--- src/rtl/uart_regbank_pkg.sv ---
package uart_regbank_pkg;

  typedef enum logic [3:0] {
    SEL_RBR, SEL_IER, SEL_IIR, SEL_LCR, SEL_MCR,
    SEL_LSR, SEL_MSR, SEL_SCR, SEL_DLL, SEL_DLM
  } rdSel_e;

  typedef struct packed {
    logic   wrThr;
    logic   wrIer;
    logic   wrFcr;
    logic   wrLcr;
    logic   wrMcr;
    logic   wrScr;
    logic   wrDll;
    logic   wrDlm;
    logic   rdAny;
    logic   rdRbr;
    logic   rdIir;
    rdSel_e rdSel;
  } regStb_t;

endpackage

--- src/rtl/uart_regbank_ctrl.sv ---
module uart_regbank_ctrl
  import uart_regbank_pkg::*;
#(
  parameter int ADDR_W = 3
) (
  input  logic [ADDR_W-1:0] addr,
  input  logic              wrEn,
  input  logic              rdEn,
  input  logic              dlab,
  output regStb_t           stb
);

  always_comb begin
    stb = '0;
    stb.rdAny = rdEn;
    case (addr)
      3'd0: begin
        stb.rdSel = dlab ? SEL_DLL : SEL_RBR;
        stb.wrDll = wrEn & dlab;
        stb.wrThr = wrEn & ~dlab;
        stb.rdRbr = rdEn & ~dlab;
      end
      3'd1: begin
        stb.rdSel = dlab ? SEL_DLM : SEL_IER;
        stb.wrDlm = wrEn & dlab;
        stb.wrIer = wrEn & ~dlab;
      end
      3'd2: begin
        stb.rdSel = SEL_IIR;
        stb.wrFcr = wrEn;
        stb.rdIir = rdEn;
      end
      3'd3: begin
        stb.rdSel = SEL_LCR;
        stb.wrLcr = wrEn;
      end
      3'd4: begin
        stb.rdSel = SEL_MCR;
        stb.wrMcr = wrEn;
      end
      3'd5: stb.rdSel = SEL_LSR;
      3'd6: stb.rdSel = SEL_MSR;
      default: begin
        stb.rdSel = SEL_SCR;
        stb.wrScr = wrEn;
      end
    endcase
  end

  // the holding-register and divisor-low writes can never coincide
  always_comb begin
    a_r4_dl_thr_excl: assert (!(stb.wrThr && stb.wrDll));
  end

endmodule

--- src/rtl/uart_regbank_dp.sv ---
module uart_regbank_dp
  import uart_regbank_pkg::*;
#(
  parameter int DATA_W = 8,
  parameter int IER_W  = 4,
  parameter int MCR_W  = 5,
  parameter int ERR_W  = 4,
  parameter int ID_W   = 3,
  localparam int DIV_W = 2 * DATA_W
) (
  input  logic              clk,
  input  logic              rstN,
  input  regStb_t           stb,
  input  logic [DATA_W-1:0] wrData,
  input  logic [DATA_W-1:0] rxData,
  input  logic              rxAvail,
  input  logic [ERR_W-1:0]  rxErr,
  input  logic              rxFifoAnyErr,
  input  logic              txFifoEmpty,
  input  logic              txShiftEmpty,
  input  logic              intPending,
  input  logic [ID_W-1:0]   intCode,
  input  logic [DATA_W-1:0] msrIn,
  output logic [DATA_W-1:0] rdData,
  output logic              fifoEn,
  output logic [IER_W-1:0]  ierQ,
  output logic [DATA_W-1:0] lcrQ,
  output logic [MCR_W-1:0]  mcrQ,
  output logic [DIV_W-1:0]  divQ
);

  logic [DATA_W-1:0] scrQ;
  logic [DATA_W-1:0] lsrVal;
  logic [DATA_W-1:0] iirVal;
  logic [DATA_W-1:0] rdNext;

  always_ff @(posedge clk) begin
    if (!rstN) begin
      ierQ   <= '0;
      lcrQ   <= '0;
      mcrQ   <= '0;
      scrQ   <= '0;
      divQ   <= '0;
      fifoEn <= 1'b0;
    end else begin
      if (stb.wrIer) ierQ <= wrData[IER_W-1:0];
      if (stb.wrLcr) lcrQ <= wrData;
      if (stb.wrMcr) mcrQ <= wrData[MCR_W-1:0];
      if (stb.wrScr) scrQ <= wrData;
      if (stb.wrDll) divQ[DATA_W-1:0] <= wrData;
      if (stb.wrDlm) divQ[DIV_W-1:DATA_W] <= wrData;
      if (stb.wrFcr) fifoEn <= wrData[0];
    end
  end

  always_comb begin
    lsrVal = '0;
    lsrVal[0] = rxAvail;
    lsrVal[ERR_W:1] = rxErr;
    lsrVal[5] = txFifoEmpty;
    lsrVal[6] = txFifoEmpty & txShiftEmpty;
    lsrVal[7] = fifoEn & rxFifoAnyErr;
  end

  always_comb begin
    iirVal = '0;
    iirVal[0] = ~intPending;
    iirVal[ID_W:1] = intCode;
    iirVal[7] = fifoEn;
    iirVal[6] = fifoEn;
  end

  always_comb begin
    case (stb.rdSel)
      SEL_RBR: rdNext = rxData;
      SEL_IER: rdNext = {{(DATA_W-IER_W){1'b0}}, ierQ};
      SEL_IIR: rdNext = iirVal;
      SEL_LCR: rdNext = lcrQ;
      SEL_MCR: rdNext = {{(DATA_W-MCR_W){1'b0}}, mcrQ};
      SEL_LSR: rdNext = lsrVal;
      SEL_MSR: rdNext = msrIn;
      SEL_SCR: rdNext = scrQ;
      SEL_DLL: rdNext = divQ[DATA_W-1:0];
      default: rdNext = divQ[DIV_W-1:DATA_W];
    endcase
  end

  always_ff @(posedge clk) begin
    if (!rstN)          rdData <= '0;
    else if (stb.rdAny) rdData <= rdNext;
  end

  a_r12_rd_hold: assert property (@(posedge clk) disable iff (!rstN)
    !stb.rdAny |=> $stable(rdData));
  a_r5_fifo_en_load: assert property (@(posedge clk) disable iff (!rstN)
    stb.wrFcr |=> fifoEn == $past(wrData[0]));
  a_r6_iir_read_keeps_fifo: assert property (@(posedge clk) disable iff (!rstN)
    (stb.rdIir && !stb.wrFcr) |=> $stable(fifoEn));
  a_r2_thr_keeps_div: assert property (@(posedge clk) disable iff (!rstN)
    stb.wrThr |=> ($stable(divQ) && $stable(scrQ)));
  a_r4_dlm_load: assert property (@(posedge clk) disable iff (!rstN)
    stb.wrDlm |=> divQ[DIV_W-1:DATA_W] == $past(wrData));

endmodule

--- src/rtl/uart_regbank.sv ---
module uart_regbank
  import uart_regbank_pkg::*;
#(
  parameter int DATA_W = 8,
  parameter int ADDR_W = 3,
  parameter int IER_W  = 4,
  parameter int MCR_W  = 5,
  parameter int ERR_W  = 4,
  parameter int ID_W   = 3,
  localparam int DIV_W = 2 * DATA_W
) (
  input  logic              clk,
  input  logic              rstN,
  input  logic [ADDR_W-1:0] addr,
  input  logic              wrEn,
  input  logic              rdEn,
  input  logic [DATA_W-1:0] wrData,
  output logic [DATA_W-1:0] rdData,
  input  logic [DATA_W-1:0] rxData,
  input  logic              rxAvail,
  input  logic [ERR_W-1:0]  rxErr,
  input  logic              rxFifoAnyErr,
  input  logic              txFifoEmpty,
  input  logic              txShiftEmpty,
  input  logic              intPending,
  input  logic [ID_W-1:0]   intCode,
  input  logic [DATA_W-1:0] msrIn,
  output logic              thrWrStb,
  output logic              rbrRdStb,
  output logic              iirRdStb,
  output logic              fcrWrStb,
  output logic              rxFifoRstStb,
  output logic              fifoEn,
  output logic [IER_W-1:0]  ierOut,
  output logic [DATA_W-1:0] lcrOut,
  output logic [MCR_W-1:0]  mcrOut,
  output logic [DIV_W-1:0]  divisor,
  output logic              rxPolled,
  output logic              txPolled
);

  regStb_t stb;

  uart_regbank_ctrl #(.ADDR_W(ADDR_W)) u_ctrl (
    .addr (addr),
    .wrEn (wrEn),
    .rdEn (rdEn),
    .dlab (lcrOut[DATA_W-1]),
    .stb  (stb)
  );

  uart_regbank_dp #(
    .DATA_W(DATA_W), .IER_W(IER_W), .MCR_W(MCR_W), .ERR_W(ERR_W), .ID_W(ID_W)
  ) u_dp (
    .clk          (clk),
    .rstN         (rstN),
    .stb          (stb),
    .wrData       (wrData),
    .rxData       (rxData),
    .rxAvail      (rxAvail),
    .rxErr        (rxErr),
    .rxFifoAnyErr (rxFifoAnyErr),
    .txFifoEmpty  (txFifoEmpty),
    .txShiftEmpty (txShiftEmpty),
    .intPending   (intPending),
    .intCode      (intCode),
    .msrIn        (msrIn),
    .rdData       (rdData),
    .fifoEn       (fifoEn),
    .ierQ         (ierOut),
    .lcrQ         (lcrOut),
    .mcrQ         (mcrOut),
    .divQ         (divisor)
  );

  assign thrWrStb     = stb.wrThr;
  assign rbrRdStb     = stb.rdRbr;
  assign iirRdStb     = stb.rdIir;
  assign fcrWrStb     = stb.wrFcr;
  assign rxFifoRstStb = stb.wrFcr & wrData[1];
  assign rxPolled     = fifoEn & ~ierOut[0];
  assign txPolled     = fifoEn & ~ierOut[1];

  a_r10_status_write_inert: assert property (@(posedge clk) disable iff (!rstN)
    (wrEn && (addr == 3'd5 || addr == 3'd6)) |=>
      ($stable(lcrOut) && $stable(ierOut) && $stable(mcrOut) && $stable(divisor)));
  a_r11_rx_polled: assert property (@(posedge clk) disable iff (!rstN)
    (fifoEn && !ierOut[0]) |-> rxPolled);

endmodule

--- config.mk ---
export PLATFORM = sky130hd
export DESIGN_NAME = uart_regbank
export DESIGN_NICKNAME = d
export VERILOG_FILES = /design/src/rtl/uart_regbank_pkg.sv /design/src/rtl/uart_regbank_ctrl.sv /design/src/rtl/uart_regbank_dp.sv /design/src/rtl/uart_regbank.sv
export SDC_FILE = /design/constraint.sdc
export NUM_CORES = 1
export LEC_CHECK = 0
export BUFFER_PORTS_ARGS = -buffer_cell sky130_fd_sc_hd__buf_2
export CAP_MARGIN = 20
export CELL_PAD_IN_SITES_DETAIL_PLACEMENT = 1
export CELL_PAD_IN_SITES_GLOBAL_PLACEMENT = 2
export CORE_ASPECT_RATIO = 0.75
export CORE_UTILIZATION = 30
export DETAILED_ROUTE_END_ITERATION = 16
export PLACE_DENSITY = 0.9
export SETUP_SLACK_MARGIN = 0.5
export SYNTH_ARGS = -nofsm -noshare
export SYNTH_HDL_FRONTEND = slang
export SYNTH_HIERARCHICAL = 1
export SYNTH_SLANG_ARGS = --single-unit
export TNS_END_PERCENT = 100
--- constraint.sdc ---
create_clock -name clk -period 2.1 [get_ports clk]
set_clock_uncertainty 0.15 [all_clocks]
set_input_delay 0.105 -clock clk [delete_from_list [all_inputs] [get_ports clk]]
set_output_delay 0.105 -clock clk [all_outputs]
set_load 0.01 [all_outputs]
==> results of run 1 <==
[cells by family (layout without fill, tap and decap cells)]
group,count (synthesis),after routing,synth area share (%)
mux,56,56,19.8
compound gates,59,59,15.4
flops,50,50,34.3
simple gates,105,105,23.3
buf+inv,35,126,7.24
[sequential cells by signal (all words and copies together), names as in the netlist]
signal       count
u_dp/mcrQ        5
u_dp/lcrQ        8
u_dp/fifoEn      1
u_dp/divQ       16
u_dp/scrQ        8
u_dp/ierQ        4
u_dp/rdData      8
[per-layer routing]
metal  part of all wire, %  global-route usage, %
met3                   6.1                   3.83
met2                    45                   31.4
met5                     0                      0
met1                    47                   28.7
met4                   1.5                   4.78
[what timing repair did]
action / in CTS / in global routing
buffers inserted: 5 / 2
gates cloned: 0 / 1
endpoints found under the hold margin: 8 / 0
hold buffers: 2 / 0
resized for setup: 5 / 18
setup endpoints to repair: 8 / 17
pin swaps: 9 / 9
[worst min path at each step]
stage / startpoint / to / slack (ps) / depth (start not counted)
5_1_grt: wrData[4] / u_dp/mcrQ[4] / 20 / 3
3_5_place_dp: wrData[5] / u_dp/scrQ[5] / 280 / 3
2_1_floorplan: wrData[7] / u_dp/lcrQ[7] / 120 / 2
3_3_place_gp: wrData[5] / u_dp/divQ[13] / 270 / 3
6_report: wrData[4] / u_dp/divQ[12] / 0.7 / 3
4_1_cts: wrData[4] / u_dp/lcrQ[4] / 5 / 3
[report_power, final]
| group | switching [mW] | leakage, nW | total [mW] | internal, mW |
|---|---|---|---|---|
| Combinational | 0.186 | 1.10 | 0.336 | 0.150 |
| Clock | 0.386 | 0.0842 | 0.951 | 0.565 |
| Sequential | 0.0180 | 0.406 | 0.985 | 0.967 |
[worst min-delay path: cells and delay by family]
kind                   cells  cell delay (ps)
AND/OR/NAND/NOR            1               90
multiplexers               1               80
buffers and inverters      1              130
[cells in the final DEF, fill, tap and decap left out, types with 3 or more instances in the layout]
master / instances
a21o_1: 3
mux2_2: 4
a32o_1: 3
nor3_1: 3
buf_6: 4
nand3b_1: 4
nor2_1: 13
nand2_1: 8
o21ai_0: 8
clkbuf_16: 6
buf_2: 91
and3b_1: 4
and2_1: 3
nor2b_1: 43
dfxtp_1: 49
nand2b_1: 6
buf_4: 15
a21oi_1: 10
mux2i_1: 46
mux2_4: 4
or3_1: 5
o21a_1: 6
[metrics by stage]
step | area (um2) | hold WS [ps] | worst slack [ps]
after floorplan | 2950 | 123 | 421
after global placement | 3480 | 272 | 200
after detailed placement | 3480 | 279 | 137
after CTS | 3730 | 5.24 | 329
after global routing | 3860 | 16.7 | 223
final | 3860 | 0.666 | 273
[cell type report]
type	count	area, um2	share of cell area (%)
multi-input cells	220	1820	47.1
flip-flops and latches	50	1000	26.0
well taps	128	160	4.15
repair buffers	115	693	18.0
inverters	3	13.8	0.357
clock inverters	3	43.8	1.13
clock buffers	5	125	3.24
==> flow_metrics.py, run 1 <==
metrics = {
    "critical_path": {
        "r2r_end": "u_dp/rdData[3]",
        "cp_max_fo": 3,
        "critPathArrivalTime_ps": 1860,
        "slowest_stage": "dfxtp_4",
        "cp_num_buf_inv": 2,
        "slowest_delay_ps": 370,
        "crit_chain": "inv_4 -> nor3_4 -> buf_6 -> mux2_4 -> a22oi_2 -> o2111ai_2 -> a32o_1",
        "cp-startpoint": "u_dp/lcrQ[7]",
        "ff2ff_path_depth": 7,
        "critPathTopFamily": "compound AO/OA/AOI/OAI gates",
        "endpoint_kind": "flop",
        "critical_path_class": "reg2reg",
        "reg2reg_slack_ps": 270,
        "crit_end": "u_dp/rdData[3]",
        "worst-path-stages": 7,
        "start_kind": "flop",
        "r2r_start": "u_dp/lcrQ[7]",
        "required_ps": 2130,
    },
    "sta": {
        "clock.fmax_ghz": 0.547,
        "fin_crit_ps": 1830,
        "maxSlewHeadroom_pct": 68.4,
        "fin_setup_tns_ps": 0,
        "tightest_slew_ps": 474,
        "hold_viol_final": 0,
        "final_max_slew_viol_count": 0,
        "grt_setup_unrepaired": "true",
        "period_share_pct": 87.0,
        "finalSetupViolCount": 0,
    },
    "routing": {
        "vias": 2749,
        "first_iter_violations": 229,
        "antenna_left": 0,
        "wl_per_cell_um": 19.6,
        "drc": 0,
        "firstDrtPassIters": 4,
        "avgViaCountPerCell": 5.25,
        "wirelength_um": 10300,
    },
    "synthesis": {
        "synthTopCellsByArea": "dfxtp_1, mux2i_1, nor2b_1, buf_6, mux2_2",
        "synthTopCellsByCount": "dfxtp_1, mux2i_1, nor2b_1, nor2_1",
        "synth_nets": 348,
        "ys_seq_area_share_pct": 34.3,
        "syn_avg_cell_area_um2": 9.57,
        "synth_edf_count": 0,
        "yosysMostFrequentCell": "dfxtp_1",
        "synth_area_um2": 2920,
        "synth_top_area_share_pct": 34.3,
        "async_flop_share_pct": 0,
        "ys.flop_type": "dfxtp_1",
        "yosysWarnings": 6,
        "synth_cells": 305,
        "yosys.area.top_type": "dfxtp_1",
        "synth_cell_types": 53,
        "ys_seq_elements": 50,
    },
    "clocking": {
        "clock-sinks": 50,
        "clock_path_buffers": 2,
        "htreeDepth": 2,
        "clockRootBuffer": "clkbuf_16",
        "cts_tree": "done",
        "cts_buffers": 5,
        "clk_latency_ps": 290,
        "path_clk_slew_ps": 70,
    },
    "run_status": {
        "outcome": "completed",
    },
    "min_path": {
        "hp-class": "in2reg",
    },
    "place": {
        "port_buffers": 91,
        "place.gp.congestion": 0.832,
        "numPlacedInstances": 506,
        "hpwl_um": 7170,
    },
    "floorplanning": {
        "dieHeight_um": 87.4,
        "ios": 92,
        "coreArea_um2": 9230,
        "die_w_um": 116,
        "rows": 30,
        "die_area_um2": 10100,
        "initial_core_util_pct": 31.6,
    },
    "grt": {
        "gr-total-overflow": 0,
        "grt_usage_pct": 20.2,
        "grt_pass1_vias": 2715,
        "grt_pass1_wl_um": 15300,
        "grt_antenna_before_repair": 0,
        "grt_max_degree": 45,
    },
    "finish": {
        "drive_gt1_share_pct": 39.4,
        "finalNetCount": 438,
        "final_util_pct": 41.8,
        "stdcell_count": 524,
        "area_delta_synth_final_pct": 32.2,
        "fillCellCount": 1095,
        "antenna_cells": 0,
    },
    "pwr": {
        "powerDensity_nw_per_um2": 589,
        "p_leak_nw": 1.59,
        "total_power_mw": 2.27,
        "peakVddDrop_v": 0.000279,
    },
    "run": {
        "drv_cap": 0,
    },
}
Note: power is estimated with default switching activity, not from simulation.
==> inputs of run 2 (changes only) <==
--- a/config.mk
+++ b/config.mk
@@ -10,12 +10,12 @@
 export CELL_PAD_IN_SITES_DETAIL_PLACEMENT = 1
 export CELL_PAD_IN_SITES_GLOBAL_PLACEMENT = 2
 export CORE_ASPECT_RATIO = 0.75
-export CORE_UTILIZATION = 30
+export CORE_UTILIZATION = 29
 export DETAILED_ROUTE_END_ITERATION = 16
-export PLACE_DENSITY = 0.9
+export PLACE_DENSITY = 0.91
 export SETUP_SLACK_MARGIN = 0.5
+export SLEW_MARGIN = 0
 export SYNTH_ARGS = -nofsm -noshare
 export SYNTH_HDL_FRONTEND = slang
-export SYNTH_HIERARCHICAL = 1
 export SYNTH_SLANG_ARGS = --single-unit
 export TNS_END_PERCENT = 100
==> run 2 against run 1 <==
The run now ends with negative hold slack left. Wire length is 7.6% lower. Non-clock buffer count down 7. Clock power decreased by 16%. Design area is 8.9% lower. Core utilization is 1.3 points lower. Final cell count decreased by 5.5%. Sequential share of layout area rose by 2.6 points. Synthesized area fell by 9.2%. Global-route usage is essentially flat. Sequential power down 0.5%. Critical path type unchanged. Highest routed layer unchanged.
==> flow_metrics.py, run 2 <==
metrics = {
    "floorplanning": {
        "initial_core_util_pct": 30.6,
        "die_w_um": 112,
        "ios": 92,
        "coreArea_um2": 8670,
        "die_area_um2": 9530,
        "dieHeight_um": 84.8,
        "rows": 29,
    },
    "sta": {
        "fin_crit_ps": 1700,
        "hold_viol_final": 1,
        "fin_setup_tns_ps": 0,
        "grt_setup_unrepaired": "true",
        "maxSlewHeadroom_pct": 62.3,
        "period_share_pct": 81.1,
        "hold_slack_ps": -1.04,
        "final_max_slew_viol_count": 0,
        "tightest_slew_ps": 564,
        "finalSetupViolCount": 0,
        "clock.fmax_ghz": 0.588,
    },
    "synthesis": {
        "synthTopCellsByCount": "dfxtp_1, nor2b_1, nand2_1, mux2i_1, a21boi_0",
        "ys_seq_elements": 50,
        "yosys.area.top_type": "dfxtp_1",
        "async_flop_share_pct": 0,
        "synth_cells": 289,
        "synth_nets": 332,
        "synth_top_area_share_pct": 37.8,
        "ys.flop_type": "dfxtp_1",
        "synthTopCellsByArea": "dfxtp_1, mux2i_1, nor2b_1, nand2_1, a21boi_0",
        "synth_cell_types": 44,
        "synth_area_um2": 2650,
        "synth_edf_count": 0,
        "yosysMostFrequentCell": "dfxtp_1",
        "yosysWarnings": 0,
        "ys_seq_area_share_pct": 37.8,
        "syn_avg_cell_area_um2": 9.17,
    },
    "pwr": {
        "p_leak_nw": 1.59,
        "powerDensity_nw_per_um2": 592,
        "peakVddDrop_v": 0.000272,
    },
    "finish": {
        "largest_reg_flops": 16,
        "fin_area_um2": 3510,
        "antenna_cells": 0,
        "final_cell_mix": "buf_2, dfxtp_1, nand2_1, nor2b_1, mux2i_1",
        "mostFrequentLayoutCell": "buf_2",
        "largest-register": "u_dp.divQ",
        "finalNetCount": 429,
        "drive_gt1_share_pct": 36.7,
        "area_delta_synth_final_pct": 32.6,
    },
    "clocking": {
        "clk_latency_ps": 290,
        "cts_tree": "done",
        "clock-sinks": 50,
        "path_clk_slew_ps": 70,
        "htreeDepth": 2,
        "cts_buffers": 5,
        "clockRootBuffer": "clkbuf_16",
        "clock_path_buffers": 2,
    },
    "routing": {
        "firstDrtPassIters": 4,
        "wl_per_cell_um": 19.1,
        "vias": 2566,
        "drc": 0,
        "wirelength_um": 9480,
        "first_iter_violations": 112,
        "avgViaCountPerCell": 5.18,
        "antenna_left": 0,
    },
    "grt": {
        "grt_pass1_vias": 2628,
        "grt_antenna_before_repair": 0,
        "grt_pass1_wl_um": 14600,
        "gr-total-overflow": 0,
        "grt_max_degree": 29,
        "grt_usage_pct": 20.2,
    },
    "place": {
        "hpwl_um": 7130,
        "port_buffers": 91,
        "place.gp.congestion": 0.831,
        "place_area_um2": 3190,
    },
    "critical_path": {
        "start_kind": "flop",
        "endpoint_kind": "flop",
        "cp_max_fo": 6,
        "required_ps": 2130,
        "critical_path_class": "reg2reg",
        "critPathArrivalTime_ps": 1730,
    },
    "min_path": {
        "hp-class": "in2reg",
    },
    "run_status": {
        "violations": "negative hold slack",
        "outcome": "complete, but fails checks",
    },
    "run": {
        "drv_cap": 0,
    },
}
-- run 2: kinds of logic (layout without fill, tap and decap cells) --
| logic type | count (synthesis) | count (layout) | synth area share (%) |
|---|---|---|---|
| AO/OA/AOI/OAI | 62 | 62 | 16.8 |
| flip-flops | 50 | 50 | 37.8 |
| AND/OR/NAND/NOR | 114 | 114 | 24.1 |
| multiplexers | 43 | 43 | 17.2 |
| buffers and inverters | 20 | 118 | 4.11 |
-- run 2: worst max-delay path, stage by stage, from the launching register on --
cell      delay, ps
dfxtp_4         360
buf_6           130
mux2_2          250
a222oi_1        390
o221a_2         270
o21ai_1          50
-- run 2: per-layer routing --
| layer | GRT usage (%) | wire (um) | part of all wire, % | up-vias |
|---|---|---|---|---|
| met1 | 28.5 | 4430 | 47 | 1239 |
| met4 | 4.00 | 96 | 1.0 | 0 |
| met3 | 3.90 | 632 | 6.7 | 9 |
| met2 | 32.2 | 4310 | 46 | 88 |
| li1 | - | - | - | 1230 |
| met5 | 0 | 0 | 0 | - |
-- run 2: area by class of cell --
cell class | instances | area, um2
Tap cell | 108 | 135
Timing Repair Buffer | 108 | 607
Fill cell | 1051 | 5160
Clock inverter | 2 | 13.8
Inverter | 2 | 7.51
Sequential cell | 50 | 1000
Clock buffer | 6 | 129
Multi-Input combinational cell | 219 | 1620
-- run 2: metrics by stage --
| step | instances | hold WS, ps | setup slack (ps) | total power, mW | utilization [%] |
|---|---|---|---|---|---|
| after global routing | 495 | 11.6 | 344 | 2.18 | 40.5 |
| after floorplan | 289 | 99.9 | 526 | 1.16 | - |
| after global placement | 476 | 267 | 290 | 1.27 | 36.7 |
| final | 495 | -1.04 | 398 | 2.08 | 40.5 |
| after CTS | 493 | 5.09 | 394 | 2.09 | 39.6 |
| after detailed placement | 476 | 275 | 239 | 1.28 | 36.7 |
-- run 2: what timing repair did --
item / CTS / global route
setup buffers: 4 / 2
pin swaps: 4 / 5
endpoints found under the hold margin: 8 / 0
setup endpoints to repair: 31 / 41
hold buffers: 5 / 0
gates resized for setup: 8 / 16
-- run 2: path summary, 6_finish.rpt --
path	from	to	slack, ps	cells past startpoint
setup reg to reg	u_dp.lcrQ[7]	u_dp.rdData[0]	400	5
setup / recovery	u_dp.lcrQ[7]	u_dp.rdData[0]	400	5
hold / removal	wrData[1]	u_dp.lcrQ[1]	-1	3
hold reg to reg	u_dp.scrQ[4]	u_dp.scrQ[4]	320	2
-- run 2: power breakdown --
| group | internal [mW] | switching (mW) |
|---|---|---|
| Sequential | 0.966 | 0.0142 |
| Clock | 0.442 | 0.353 |
| Combinational | 0.137 | 0.169 |
| Total | 1.54 | 0.536 |
==> inputs of run 3 (changes only) <==
--- a/config.mk
+++ b/config.mk
@@ -5,14 +5,15 @@
 export SDC_FILE = /design/constraint.sdc
 export NUM_CORES = 1
 export LEC_CHECK = 0
+export ABC_AREA = 1
 export BUFFER_PORTS_ARGS = -buffer_cell sky130_fd_sc_hd__buf_2
 export CAP_MARGIN = 20
 export CELL_PAD_IN_SITES_DETAIL_PLACEMENT = 1
 export CELL_PAD_IN_SITES_GLOBAL_PLACEMENT = 2
 export CORE_ASPECT_RATIO = 0.75
-export CORE_UTILIZATION = 29
+export CORE_UTILIZATION = 26
 export DETAILED_ROUTE_END_ITERATION = 16
-export PLACE_DENSITY = 0.91
+export PLACE_DENSITY = 0.9
 export SETUP_SLACK_MARGIN = 0.5
 export SLEW_MARGIN = 0
 export SYNTH_ARGS = -nofsm -noshare
==> constraint.sdc (replaced) <==
create_clock -name clk -period 1.8 [get_ports clk]
set_clock_uncertainty 0.15 [all_clocks]
set_input_delay 0.09 -clock clk [delete_from_list [all_inputs] [get_ports clk]]
set_output_delay 0.09 -clock clk [all_outputs]
set_load 0.01 [all_outputs]
==> run 3 against run 2 <==
The flow now finishes without violations. Register-to-register slack worse by 30 ps. Critical path depth up 3. Synthesized area down 0.24%. Critical endpoint is now u_dp.rdData[7]. Highest routed layer unchanged. Die area up 11%. Sequential power up 17%. Worst setup slack worse by 26 ps. Clock-buffer cell count up 1. Power up 28%. Via count up 25%. Hold slack better by 24 ps. Wire length up 18%. Final cell count up 28%.
==> flow_metrics.py, run 3 <==
metrics = {
    "grt": {
        "gr-total-overflow": 0,
        "grt_pass1_wl_um": 16900,
        "grt_usage_pct": 21.0,
        "grt_pass1_vias": 3120,
        "grt_antenna_before_repair": 0,
        "grt_max_degree": 27,
    },
    "critical_path": {
        "ff2ff_path_depth": 8,
        "cp_common_cell": "nor2_1",
        "slowest_delay_ps": 380,
        "start_kind": "flop",
        "r2r_start": "u_dp.lcrQ[7]",
        "critPathArrivalTime_ps": 1480,
        "critical_path_class": "reg2reg",
        "crit_chain": "inv_1 -> nor2_1 -> nor2_1 -> nand2_1 -> nor2_1 -> nand4_1 -> nand2_1 -> inv_1",
        "slowest_stage": "dfxtp_4",
        "endpoint_kind": "flop",
        "required_ps": 1850,
        "reg2reg_slack_ps": 370,
        "cp-startpoint": "u_dp.lcrQ[7]",
        "r2r_end": "u_dp.rdData[7]",
        "cp_max_fo": 6,
    },
    "run": {
        "drv_cap": 0,
    },
    "synthesis": {
        "synthAdderAreaFrac_pct": 0,
        "async_flop_share_pct": 0,
        "yosys.area_share.simple_pct": 39.2,
        "yosysWarnings": 0,
        "synth_top_area_share_pct": 37.8,
        "ys.flop_type": "dfxtp_1",
        "synthXorXnorAreaFrac_pct": 0,
        "ys_seq_area_share_pct": 37.8,
        "synth_area_um2": 2650,
        "yosysMostFrequentCell": "nand2_1",
        "synth_top_family_by_area": "simple AND/OR/NAND/NOR gates",
        "yosys.area.top_type": "dfxtp_1",
        "syn_avg_cell_area_um2": 6.78,
        "synthTopCellsByArea": "dfxtp_1, nand2_1, nor2_1, nand3_1, o21ai_0",
        "synthTopCellsByCount": "nand2_1, nor2_1, dfxtp_1, nand3_1, o21ai_0",
        "synth_nets": 433,
        "ys_seq_elements": 50,
        "synth_cell_types": 28,
        "synth_cells": 390,
        "synth_edf_count": 0,
        "synth_compound_area_share_pct": 13.6,
        "synth_mux_area_share_pct": 0,
    },
    "place": {
        "hpwl_um": 8160,
        "place_area_um2": 3230,
        "port_buffers": 91,
        "numPlacedInstances": 605,
        "place.gp.congestion": 0.829,
    },
    "clocking": {
        "clockRootBuffer": "clkbuf_16",
        "cts_buffers": 5,
        "clock-sinks": 50,
        "clk_latency_ps": 300,
        "htreeDepth": 2,
        "cts_tree": "done",
        "clock_path_buffers": 2,
        "path_clk_slew_ps": 70,
    },
    "run_status": {
        "outcome": "completed",
    },
    "routing": {
        "top_layer_used": "met4",
        "wirelength_um": 11100,
        "vias": 3207,
        "wl_met2_um": 4730,
        "first_iter_violations": 207,
        "wl_per_cell_um": 17.5,
        "wl_met1_um": 5300,
        "antenna_left": 0,
        "drc": 0,
        "route.met3.wl_um": 912,
        "firstDrtPassIters": 5,
        "avgViaCountPerCell": 5.04,
    },
    "sta": {
        "grt_setup_unrepaired": "true",
        "fin_setup_tns_ps": 0,
        "clock.fmax_ghz": 0.700,
        "final_max_slew_viol_count": 0,
        "finalSetupViolCount": 0,
        "tightest_slew_ps": 360,
        "maxSlewHeadroom_pct": 76.0,
        "period_share_pct": 79.3,
        "fin_crit_ps": 1430,
        "hold_viol_final": 0,
    },
    "finish": {
        "antenna_cells": 0,
        "final_cell_mix": "buf_2, nand2_1, nor2_1, dfxtp_1, nand3_1",
        "area_delta_synth_final_pct": 43.3,
        "largest_reg_flops": 16,
        "drive_gt1_share_pct": 35.5,
        "largest-register": "u_dp.divQ",
        "fin_area_um2": 3790,
        "final_util_pct": 38.8,
        "finalNetCount": 546,
        "stdcell_count": 636,
        "mostFrequentLayoutCell": "buf_2",
    },
    "floorplanning": {
        "die_area_um2": 10600,
        "ios": 92,
        "rows": 31,
        "die_w_um": 118,
        "dieHeight_um": 89.4,
        "initial_core_util_pct": 27.1,
        "coreArea_um2": 9770,
    },
    "min_path": {
        "hp-start": "wrData[0]",
        "hold_end": "u_dp.mcrQ[0]",
        "hp-class": "in2reg",
        "min_path_cells": 3,
    },
    "pwr": {
        "p_leak_nw": 1.81,
        "powerDensity_nw_per_um2": 701,
        "peakVddDrop_v": 0.000370,
    },
}
run 3: cell types whose count changed after synthesis, moves of 10 or more:
cell	change
nor2_1	+65
nand2_1	+37
nor2b_1	-37
nand3_1	+36
mux2i_1	-32
a21oi_1	+26
inv_1	+22
nand4_1	+22
o21ai_0	+19
a21boi_0	-16
mux2_2	-10
nand3b_1	-10
run 3: power breakdown:
part	internal, mW	switching, mW
clock	0.659	0.439
combinational	0.152	0.252
sequential	1.13	0.0213
run 3: final cells by class:
| type | instances | area [um2] |
|---|---|---|
| Clock inverter | 1 | 30.0 |
| Tap cell | 132 | 165 |
| Sequential cell | 50 | 1010 |
| Fill cell | 1270 | 5980 |
| Inverter | 28 | 119 |
| Multi-Input combinational cell | 291 | 1530 |
| Timing Repair Buffer | 127 | 811 |
| Clock buffer | 7 | 133 |
run 3: through the flow:
stage / hold slack (ps) / power [mW] / setup WS [ps]
floorplan: 74.9 / 1.37 / 505
global placement: 242 / 1.52 / 56.2
detailed placement: 247 / 1.52 / 63.4
CTS: 9.10 / 2.64 / 382
global route: 29.7 / 2.75 / 302
finish: 23.1 / 2.66 / 372
run 3: kinds of logic after synthesis:
family / Yosys count
AOI/OAI and AO/OA: 68
DFF: 50
buffers and inverters: 49
and+or+nand+nor: 223
run 3: worst max path at each step:
stage	endpoint	slack, ps	cells after the start
3_5_place_dp	u_dp.lcrQ[7]	60	7
3_3_place_gp	u_dp.lcrQ[7]	60	7
5_1_grt	u_dp.rdData[7]	300	8
2_1_floorplan	u_dp.divQ[10]	500	6
6_report	u_dp.rdData[7]	370	8
4_1_cts	rbrRdStb	380	5
run 3: worst max-delay path: cells and delay by family, from the launching register on:
kind                   cells  cell delay (ps)
and+or+nand+nor            6              640
DFF                        1              380
buffers and inverters      2              170
run 3: repair_timing:
action	CTS	global route
setup buffers	11	2
resized for setup	20	51
pin swaps	7	26
hold buffers	10	0
endpoints found under the setup margin	34	36
endpoints found under the hold margin	20	0
run 3: layer usage:
layer,up-vias,track usage (%)
met1,1524,28.9
met4,0,5.64
li1,1518,-
met2,149,32.5
met3,16,5.55
met5,-,0
